==> src/rtl/irq_prio_pkg.sv <==
// Shared class codes and counts for the interrupt priority selector.
// Assumes at most 8 classes so that a 3-bit code covers them.
package irq_prio_pkg;
    localparam int NUM_CLASSES = 7;
    localparam int CW          = 3;

    typedef enum logic [CW-1:0] {
        C_TICK = 3'd0,
        C_VEC  = 3'd1,
        C_TLZ  = 3'd2,
        C_CPUQ = 3'd3,
        C_DEVQ = 3'd4,
        C_SOFT = 3'd5,
        C_RERR = 3'd6
    } cause_e;
endpackage

==> src/rtl/irq_pend_bank.sv <==
// Pending flag store: one flag per class, set by a post and cleared by
// a consume mask. Assumes the caller has already rejected illegal codes.
// A set and a clear of the same flag in one cycle leaves it set.
module irq_pend_bank #(
    parameter int N = 7
) (
    input  logic         clk,
    input  logic         rst_n,
    input  logic [N-1:0] set_mask,
    input  logic [N-1:0] clr_mask,
    output logic [N-1:0] pend
);
    for (genvar i = 0; i < N; i++) begin : g_flag
        // One flag: reset clears it, a set beats a clear.
        always_ff @(posedge clk) begin
            if (!rst_n)
                pend[i] <= 1'b0;
            else if (set_mask[i])
                pend[i] <= 1'b1;
            else if (clr_mask[i])
                pend[i] <= 1'b0;
        end
    end
endmodule

==> src/rtl/irq_level_enc.sv <==
// Highest-set-bit encoder over vec[W-1:1]. Bit 0 is ignored, so an output
// of 0 means no level is requested. Purely combinational.
module irq_level_enc #(
    parameter  int W  = 16,
    localparam int LW = $clog2(W)
) (
    input  logic [W-1:0]  vec,
    output logic [LW-1:0] lvl
);
    // Scan upward so that the last set bit found is the highest one.
    always_comb begin
        lvl = '0;
        for (int i = 1; i < W; i++) begin
            if (vec[i])
                lvl = LW'(i);
        end
    end
endmodule

==> src/rtl/irq_sel_core.sv <==
// Combinational choice of one class from the pending flags and processor
// state, plus the consume mask applied at the next edge.
// Assumes soft_lvl and rest_lvl come from level encoders on the same register.
module irq_sel_core
    import irq_prio_pkg::*;
#(
    parameter  int LW = 4,
    parameter  int TW = 3
) (
    input  logic [NUM_CLASSES-1:0] pend,
    input  logic                   take_req,
    input  logic                   hpriv,
    input  logic                   tlz_en,
    input  logic [TW-1:0]          trap_level,
    input  logic                   hv_tick_ok,
    input  logic [LW-1:0]          proc_level,
    input  logic [LW-1:0]          soft_lvl,
    input  logic [LW-1:0]          rest_lvl,
    output logic                   grant_valid,
    output cause_e                 grant_cause,
    output logic [LW-1:0]          grant_level,
    output logic [NUM_CLASSES-1:0] clr_mask
);
    logic tick_ok, vec_ok, tlz_ok, cpu_ok, dev_ok, soft_ok, rerr_ok;

    // Per-class takeability, including each class's side condition.
    always_comb begin
        tick_ok = pend[C_TICK] && hv_tick_ok;
        vec_ok  = pend[C_VEC];
        tlz_ok  = pend[C_TLZ] && tlz_en && (trap_level == '0);
        cpu_ok  = pend[C_CPUQ];
        dev_ok  = pend[C_DEVQ];
        soft_ok = pend[C_SOFT] && (soft_lvl != '0) && (soft_lvl > proc_level);
        rerr_ok = pend[C_RERR];
    end

    // Priority selection: the order depends on the privilege mode.
    always_comb begin
        grant_valid = 1'b0;
        grant_cause = C_TICK;
        grant_level = '0;
        if (take_req) begin
            if (hpriv) begin
                if (tick_ok) begin
                    grant_valid = 1'b1; grant_cause = C_TICK;
                end else if (vec_ok) begin
                    grant_valid = 1'b1; grant_cause = C_VEC;
                end
            end else begin
                if (tlz_ok) begin
                    grant_valid = 1'b1; grant_cause = C_TLZ;
                end else if (tick_ok) begin
                    grant_valid = 1'b1; grant_cause = C_TICK;
                end else if (cpu_ok) begin
                    grant_valid = 1'b1; grant_cause = C_CPUQ;
                end else if (dev_ok) begin
                    grant_valid = 1'b1; grant_cause = C_DEVQ;
                end else if (soft_ok) begin
                    grant_valid = 1'b1; grant_cause = C_SOFT;
                    grant_level = soft_lvl;
                end else if (rerr_ok) begin
                    grant_valid = 1'b1; grant_cause = C_RERR;
                end
            end
        end
    end

    // Consume mask: the granted class, except a software grant with levels left.
    always_comb begin
        for (int i = 0; i < NUM_CLASSES; i++) begin
            clr_mask[i] = grant_valid && (grant_cause == cause_e'(CW'(i)));
        end
        if (rest_lvl != '0)
            clr_mask[C_SOFT] = 1'b0;
    end
endmodule

==> src/rtl/irq_prio_sel.sv <==
// Top of the privilege-aware interrupt priority selector. It decodes posts,
// stores the pending flags, encodes software levels and drives the grant.
// Assumes that processor state inputs are stable during a take request.
module irq_prio_sel
    import irq_prio_pkg::*;
#(
    parameter  int SOFT_W = 16,
    parameter  int TL_W   = 3,
    parameter  int HVP_W  = 16,
    localparam int LVL_W  = $clog2(SOFT_W)
) (
    input  logic              clk,
    input  logic              rst_n,
    input  logic              post_valid,
    input  logic [CW-1:0]     post_class,
    output logic              post_err,
    input  logic              take_req,
    input  logic              hpriv,
    input  logic              tlz_en,
    input  logic [TL_W-1:0]   trap_level,
    input  logic [HVP_W-1:0]  hv_pend,
    input  logic [LVL_W-1:0]  proc_level,
    input  logic [SOFT_W-1:0] soft_reg,
    output logic              grant_valid,
    output logic [CW-1:0]     grant_cause,
    output logic [LVL_W-1:0]  grant_level
);
    localparam logic [CW-1:0] LAST_CODE = CW'(NUM_CLASSES - 1);

    logic [NUM_CLASSES-1:0] set_mask;
    logic [NUM_CLASSES-1:0] clr_mask;
    logic [NUM_CLASSES-1:0] pend;
    logic [SOFT_W-1:0]      rest_vec;
    logic [LVL_W-1:0]       soft_lvl;
    logic [LVL_W-1:0]       rest_lvl;
    cause_e                 sel_cause;

    // Post decode: reject unknown codes, otherwise set that class.
    always_comb begin
        post_err = post_valid && (post_class > LAST_CODE);
        for (int i = 0; i < NUM_CLASSES; i++) begin
            set_mask[i] = post_valid && !post_err && (post_class == CW'(i));
        end
    end

    irq_pend_bank #(.N(NUM_CLASSES)) u_bank (
        .clk      (clk),
        .rst_n    (rst_n),
        .set_mask (set_mask),
        .clr_mask (clr_mask),
        .pend     (pend)
    );

    irq_level_enc #(.W(SOFT_W)) u_lvl_top (
        .vec (soft_reg),
        .lvl (soft_lvl)
    );

    // Software register with the level about to be taken removed.
    always_comb begin
        rest_vec = soft_reg;
        rest_vec[soft_lvl] = 1'b0;
    end

    irq_level_enc #(.W(SOFT_W)) u_lvl_rest (
        .vec (rest_vec),
        .lvl (rest_lvl)
    );

    irq_sel_core #(.LW(LVL_W), .TW(TL_W)) u_core (
        .pend        (pend),
        .take_req    (take_req),
        .hpriv       (hpriv),
        .tlz_en      (tlz_en),
        .trap_level  (trap_level),
        .hv_tick_ok  (hv_pend[0]),
        .proc_level  (proc_level),
        .soft_lvl    (soft_lvl),
        .rest_lvl    (rest_lvl),
        .grant_valid (grant_valid),
        .grant_cause (sel_cause),
        .grant_level (grant_level),
        .clr_mask    (clr_mask)
    );

    // Present the chosen code, forced to 0 when nothing is granted.
    always_comb begin
        grant_cause = grant_valid ? sel_cause : '0;
    end
endmodule

==> config.mk <==
export PLATFORM = sky130hd
export DESIGN_NAME = irq_prio_sel
export DESIGN_NICKNAME = d
export VERILOG_FILES = /design/src/rtl/irq_prio_pkg.sv /design/src/rtl/irq_pend_bank.sv /design/src/rtl/irq_level_enc.sv /design/src/rtl/irq_sel_core.sv /design/src/rtl/irq_prio_sel.sv
export SDC_FILE = /design/constraint.sdc
export NUM_CORES = 1
export LEC_CHECK = 0
export BUFFER_PORTS_ARGS = -buffer_cell sky130_fd_sc_hd__buf_2
export CAP_MARGIN = 20
export CORE_UTILIZATION = 45
export DETAILED_ROUTE_END_ITERATION = 12
export PLACE_DENSITY = 0.77
export REMOVE_ABC_BUFFERS = 1
export SYNTH_ARGS = -nofsm -noshare
export SYNTH_HDL_FRONTEND = slang
export SYNTH_HIERARCHICAL = 1
export SYNTH_SLANG_ARGS = --single-unit
==> constraint.sdc <==
create_clock -name clk -period 4.72 [get_ports clk]
set_clock_uncertainty 0.1 [all_clocks]
set_input_delay 0.236 -clock clk [delete_from_list [all_inputs] [get_ports clk]]
set_output_delay 0.236 -clock clk [all_outputs]
set_load 0.03 [all_outputs]
; ---- After elaboration in Yosys (flattened, before gate mapping)
; Cells that the tools add are included.
[word_totals]
register_bits = 7
word_cells = 135
output_inout_bits = 9
inputBits = 48
[op_classes]
muxes = 75
eq_ne = 12
bitwise = 2
reduce_logical = 35
order_cmp = 4
[ops]
columns = cell, count
row1 = two-way mux 4 bit, 23
row2 = two-way mux 3 bit, 18
row3 = two-way mux 1 bit, 29
row4 = logical AND 1 bit, 22
row5 = "== test 3 bit, second input constant", 6
row6 = bitwise AND 16 bit, 1
row7 = NOT 16 bit, 1
row8 = nonzero test 2 bit, 7
row9 = "== test 3 x 2 -> 1 bit, second input constant", 4
row10 = logical NOT 3 bit, 3
row11 = two-way mux 2 bit, 4
row12 = nonzero test 4 bit, 2
row13 = "== test 3 x 1 -> 1 bit, second input constant", 2
row14 = "< comparator 4 x 5 -> 1 bit, second input constant", 1
row15 = demux 1 bit (select 4 bit), 1
row16 = "greater-or-equal comparator 4 x 1 -> 1 bit, second input constant", 1
row17 = > comparator 4 bit, 1
row18 = "> comparator 3 bit, second input constant", 1
row19 = logical NOT 1 bit, 1

; ---- Logic depth before layout (Yosys ltp)
[logic_depth]
depth_word = 40
ltp_mapped = 13
mapped_depth_nobuf = 13

; ---- By module
; Netlist, hierarchy kept.
[modules_own_cells]
columns = mod, n_inst, area_per_inst_um2, cells_per_inst
row1 = irq_sel_core, 1, 394.1, 54
row2 = irq_level_enc, 2, 141.4, 25
row3 = irq_prio_sel, 1, 280.3, 44
row4 = irq_pend_bank, 1, 236.5, 21

; ---- Worst setup path after synthesis
; Ideal clock, no wire load.
[synth_timing]
path_kind = in2out
start = input soft_reg[2]
end = output grant_cause[0]
stages = 11
n_path_buf = 0
setup_slack_ns = 1.266
arrival_time_ns = 3.118
cell_sequence = nand2b_1 > a221o_1 > a31oi_1 > inv_1 > ha_1 > nor2b_1 > o211ai_4 > a21oi_1 > nor3_1 > o21ai_1 > and2_1
[synth_between]
elab_chain_len = 25
elab_cells_between_ends = 33
[synth_rtl]
columns = element, line_no
row1 = "start, declared", irq_prio_sel.sv:23  ; input logic [SOFT_W-1:0] soft_reg,
row2 = two-way mux 2 bit (*) (2 in a row), irq_level_enc.sv:14  ; if (vec[i])
row3 = two-way mux 3 bit (*) (4 in a row), irq_level_enc.sv:14
row4 = two-way mux 4 bit (*) (8 in a row), irq_level_enc.sv:14
row5 = named net soft_lvl[0], irq_prio_sel.sv:34  ; logic [LVL_W-1:0] soft_lvl;
row6 = branches (longest 2 deep; another with > comparator 4 bit), -
row7 = logical AND 1 bit (*), irq_sel_core.sv:33  ; soft_ok = pend[C_SOFT] && (soft_lvl != '0) && (soft_lvl > proc_level);
row8 = two-way mux 1 bit (*), irq_sel_core.sv:58  ; end else if (soft_ok) begin
row9 = two-way mux 1 bit (*), irq_sel_core.sv:56  ; end else if (dev_ok) begin
row10 = two-way mux 1 bit (*), irq_sel_core.sv:54  ; end else if (cpu_ok) begin
row11 = two-way mux 1 bit (*), irq_sel_core.sv:52  ; end else if (tick_ok) begin
row12 = two-way mux 1 bit (*), irq_sel_core.sv:50  ; if (tlz_ok) begin
row13 = two-way mux 1 bit (*), irq_sel_core.sv:43  ; if (hpriv) begin
row14 = two-way mux 1 bit (*), irq_sel_core.sv:42  ; if (take_req) begin
row15 = named net grant_valid, irq_prio_sel.sv:24  ; output logic grant_valid,
row16 = two-way mux 3 bit (*), irq_prio_sel.sv:88  ; grant_cause = grant_valid ? sel_cause : '0;
row17 = "end, declared", irq_prio_sel.sv:25  ; output logic [CW-1:0] grant_cause,
; Mark *: on every way through the listed nets, which the timed path passes.

; ---- Worst setup path after layout
[layout_timing]
start = input soft_reg[11]
end = output grant_cause[0]
[layout_between]
elab_chain_len = 16
elab_cells_between_ends = 24
[layout_rtl]
columns = element, line_no
row1 = two-way mux 4 bit (*) (5 in a row), irq_level_enc.sv:14
row2 = named net soft_lvl[2], irq_prio_sel.sv:34
row3 = branches (longest 2 deep; another with > comparator 4 bit), -
row4 = logical AND 1 bit (*), irq_sel_core.sv:33
row5 = two-way mux 3 bit (*), irq_sel_core.sv:58
row6 = two-way mux 3 bit (*), irq_sel_core.sv:56
row7 = two-way mux 3 bit (*), irq_sel_core.sv:54
row8 = two-way mux 3 bit (*), irq_sel_core.sv:52
row9 = two-way mux 3 bit (*), irq_sel_core.sv:50
row10 = two-way mux 3 bit (*), irq_sel_core.sv:43
row11 = two-way mux 3 bit (*), irq_sel_core.sv:42
row12 = named net sel_cause[0], irq_prio_sel.sv:36  ; cause_e sel_cause;
row13 = two-way mux 3 bit (*), irq_prio_sel.sv:88
; Marks and branches as above.

==> flow_metrics.py <==
metrics = {
    "timing": {
        "setup_ws_ns": 1.27,
        "rsz0062_at_grt": "false",
        "final_max_slew_viol_count": 0,
        "slew_headroom_pct": 44.7,
        "finalCritPeriodShare_pct": 73.1,
        "setup_violations": 0,
        "tns_ns": 0,
        "period_minus_slack_ns": 3.45,
        "timing.fmax_mhz": 290,
        "hold_viol": 0,
        "tightest_slew_ns": 0.820,
    },
    "setup_path": {
        "critical_path_required_ns": 4.38,
        "endpoint_kind": "primary output",
        "crit_top_cell": "buf_2",
        "crit_type": "input port to primary output",
        "cp.arrival_ns": 3.12,
        "critPathLaunchType": "input port",
        "path_cells": "buf_2 -> nor2_1 -> nand2_1 -> o21ai_0 -> buf_4 -> ha_1 -> nand4_1 -> nand3_2 -> a211oi_2 -> o221ai_4 -> inv_2 -> and2_1 -> buf_2",
        "crit_fanout": 6,
        "crit_path_max_incr_delay_ns": 0.66,
        "worst-path-buf-inv": 4,
        "cp_slowest_cell": "o21ai_0",
        "critPathTopFamily": "compound AO/OA/AOI/OAI gates",
    },
    "floorplan": {
        "start_util_pct": 47.9,
        "die_h_microns": 53.3,
        "rows": 18,
        "die_w_microns": 53.3,
        "io_pins": 57,
        "core-area_sq_um": 2480,
        "fp.dieArea_sq_um": 2850,
    },
    "synth": {
        "mappedNetlistArea_sq_um": 1190,
        "yosysWarnings": 6,
        "syn_avg_cell_area_sq_um": 7.06,
        "synthCells": 168,
    },
    "drt": {
        "drtIter0Drc": 27,
        "top_layer": "met4",
        "wire_per_inst_microns": 12.1,
        "totalWireLength_microns": 2950,
        "viasPerCell": 5.68,
        "wl_met3_microns": 136,
        "post-route-drc-count": 0,
        "drt-pass1-iter-count": 4,
        "wl_met1_microns": 1290,
        "via_count": 1385,
        "wl_met2_microns": 1500,
        "ant_nets": 0,
    },
    "cts": {
        "cts_tree": "done",
        "htreeDepth": 1,
        "cts_buffers": 3,
        "clk_path_buf_depth": 2,
        "cts-root-buf": "clkbuf_4",
        "clk_latency_ns": 0.25,
        "cts.sinks": 7,
        "path_clk_slew_ns": 0.05,
        "cts_setup_buffers": 0,
        "ctsHoldBuffers": 0,
        "cts_resized": 0,
    },
    "global_route": {
        "grt_pass1_vias": 1258,
        "grt_max_degree": 11,
        "gr-total-overflow": 0,
        "grt_usage_pct": 23.1,
        "antenna_found_initial": 0,
        "grt_pass1_wl_microns": 4910,
    },
    "status": {
        "status": "completed",
    },
    "flow_run": {
        "maxCapViolations": 0,
    },
    "pwr": {
        "p_seq_share_pct": 30.1,
        "switchingPower_w": 0.0000762,
        "netSwitchingFraction_pct": 36.3,
        "internal_power_w": 0.000133,
        "cellPowerDensity_nw_per_um2": 143,
        "power_w": 0.000210,
        "irDropWorstVdd_mv": 0.140,
        "p_leak_nw": 0.699,
        "pwr-share-comb_pct": 44.5,
        "clkPwrFrac_pct": 25.4,
    },
    "cells_and_area": {
        "diodes": 0,
        "reg.largest.list": "u_bank/pend: 7 flops",
        "multi_input_area_sq_um": 1000,
        "regMostFlops": "u_bank/pend",
        "drive_gt1_share_pct": 28.0,
        "seqCellArea_sq_um": 140,
        "nets": 267,
        "fillers": 250,
        "syn2layout_area_growth_pct": 23.5,
        "finalNonFillerCells": 244,
        "final_area_sq_um": 1470,
        "largest_register_ff_count": 7,
    },
    "placed_design": {
        "place_ws_ns": 1.31,
        "placedCellCount": 240,
        "dp_hpwl_microns": 2440,
        "gp_congestion": 0.868,
        "port_buffers": 40,
        "placed_area_sq_um": 1440,
    },
    "min_path": {
        "hp-class": "input port to flip-flop",
    },
}
==> worst register-to-register path: stages (launching register included) <==
cell     delay (ns)
dfxtp_1        0.32
nor4b_1        0.31
nand2_1        0.21
a21o_1         0.24
o31ai_4        0.08
nor3b_2        0.21
nor2b_1        0.06
o21a_1         0.16
==> path summary, 6_finish.rpt <==
check | startpoint | to | slack [ns] | cells past startpoint
worst max-delay path | soft_reg[11] | grant_cause[0] | 1.27 | 13
worst min-delay path | rst_n | u_bank/pend[0] | 0.18 | 2
worst max register to register | u_bank/pend[2] | u_bank/pend[6] | 2.91 | 7
worst min register to register | u_bank/pend[2] | u_bank/pend[2] | 0.49 | 2
==> cell type report <==
cell class              count  share of cell area, %
well taps                  30                   2.56
inverters                  12                   3.07
flip-flops and latches      7                   9.56
clock buffers               4                   1.79
multi-input cells         149                   68.3
repair buffers             42                   14.7
==> cells in the final DEF (no fill, tap or decap), drive strengths merged, types with 2 or more instances in the layout <==
| cell type | n |
|---|---|
| a21boi | 8 |
| a21oi | 4 |
| a221o | 2 |
| a311o | 2 |
| a311oi | 2 |
| a31oi | 6 |
| and2 | 3 |
| and3 | 6 |
| buf | 42 |
| clkbuf | 4 |
| dfxtp | 7 |
| ha | 4 |
| inv | 12 |
| nand2 | 14 |
| nand2b | 8 |
| nand3 | 4 |
| nor2 | 29 |
| nor2b | 15 |
| nor3 | 6 |
| nor4 | 5 |
| o21a | 8 |
| o21ai | 6 |
| o311ai | 2 |
| o31a | 2 |
| o31ai | 2 |
| or3b | 2 |
==> per-stage QoR <==
| stage | utilization, % | hold slack [ns] |
|---|---|---|
| 6_report | 59.1 | 0.176 |
| 5_1_grt | 59.1 | 0.176 |
| 4_1_cts | 59.1 | 0.165 |
| 3_5_place_dp | 58.1 | 0.439 |
| 3_3_place_gp | 58.1 | 0.436 |
| 2_1_floorplan | - | 0.254 |
==> power groups by stage <==
stage | Clock, W | Combinational, W | Sequential [W]
after floorplan | 0 | 0.0000598 | 0.0000638
after global placement | 0 | 0.0000912 | 0.0000642
after detailed placement | 0 | 0.0000926 | 0.0000643
after CTS | 0.0000567 | 0.0000931 | 0.0000631
after global routing | 0.0000598 | 0.000104 | 0.0000633
final | 0.0000532 | 0.0000933 | 0.0000632
==> per-layer routing <==
layer  GRT usage [%]  vias up
li1                -      709
met1            25.6      637
met2            44.4       37
met3            1.72        2
met4            8.33        0
met5               0        -
No activity file was read; power rests on OpenSTA's default activity.
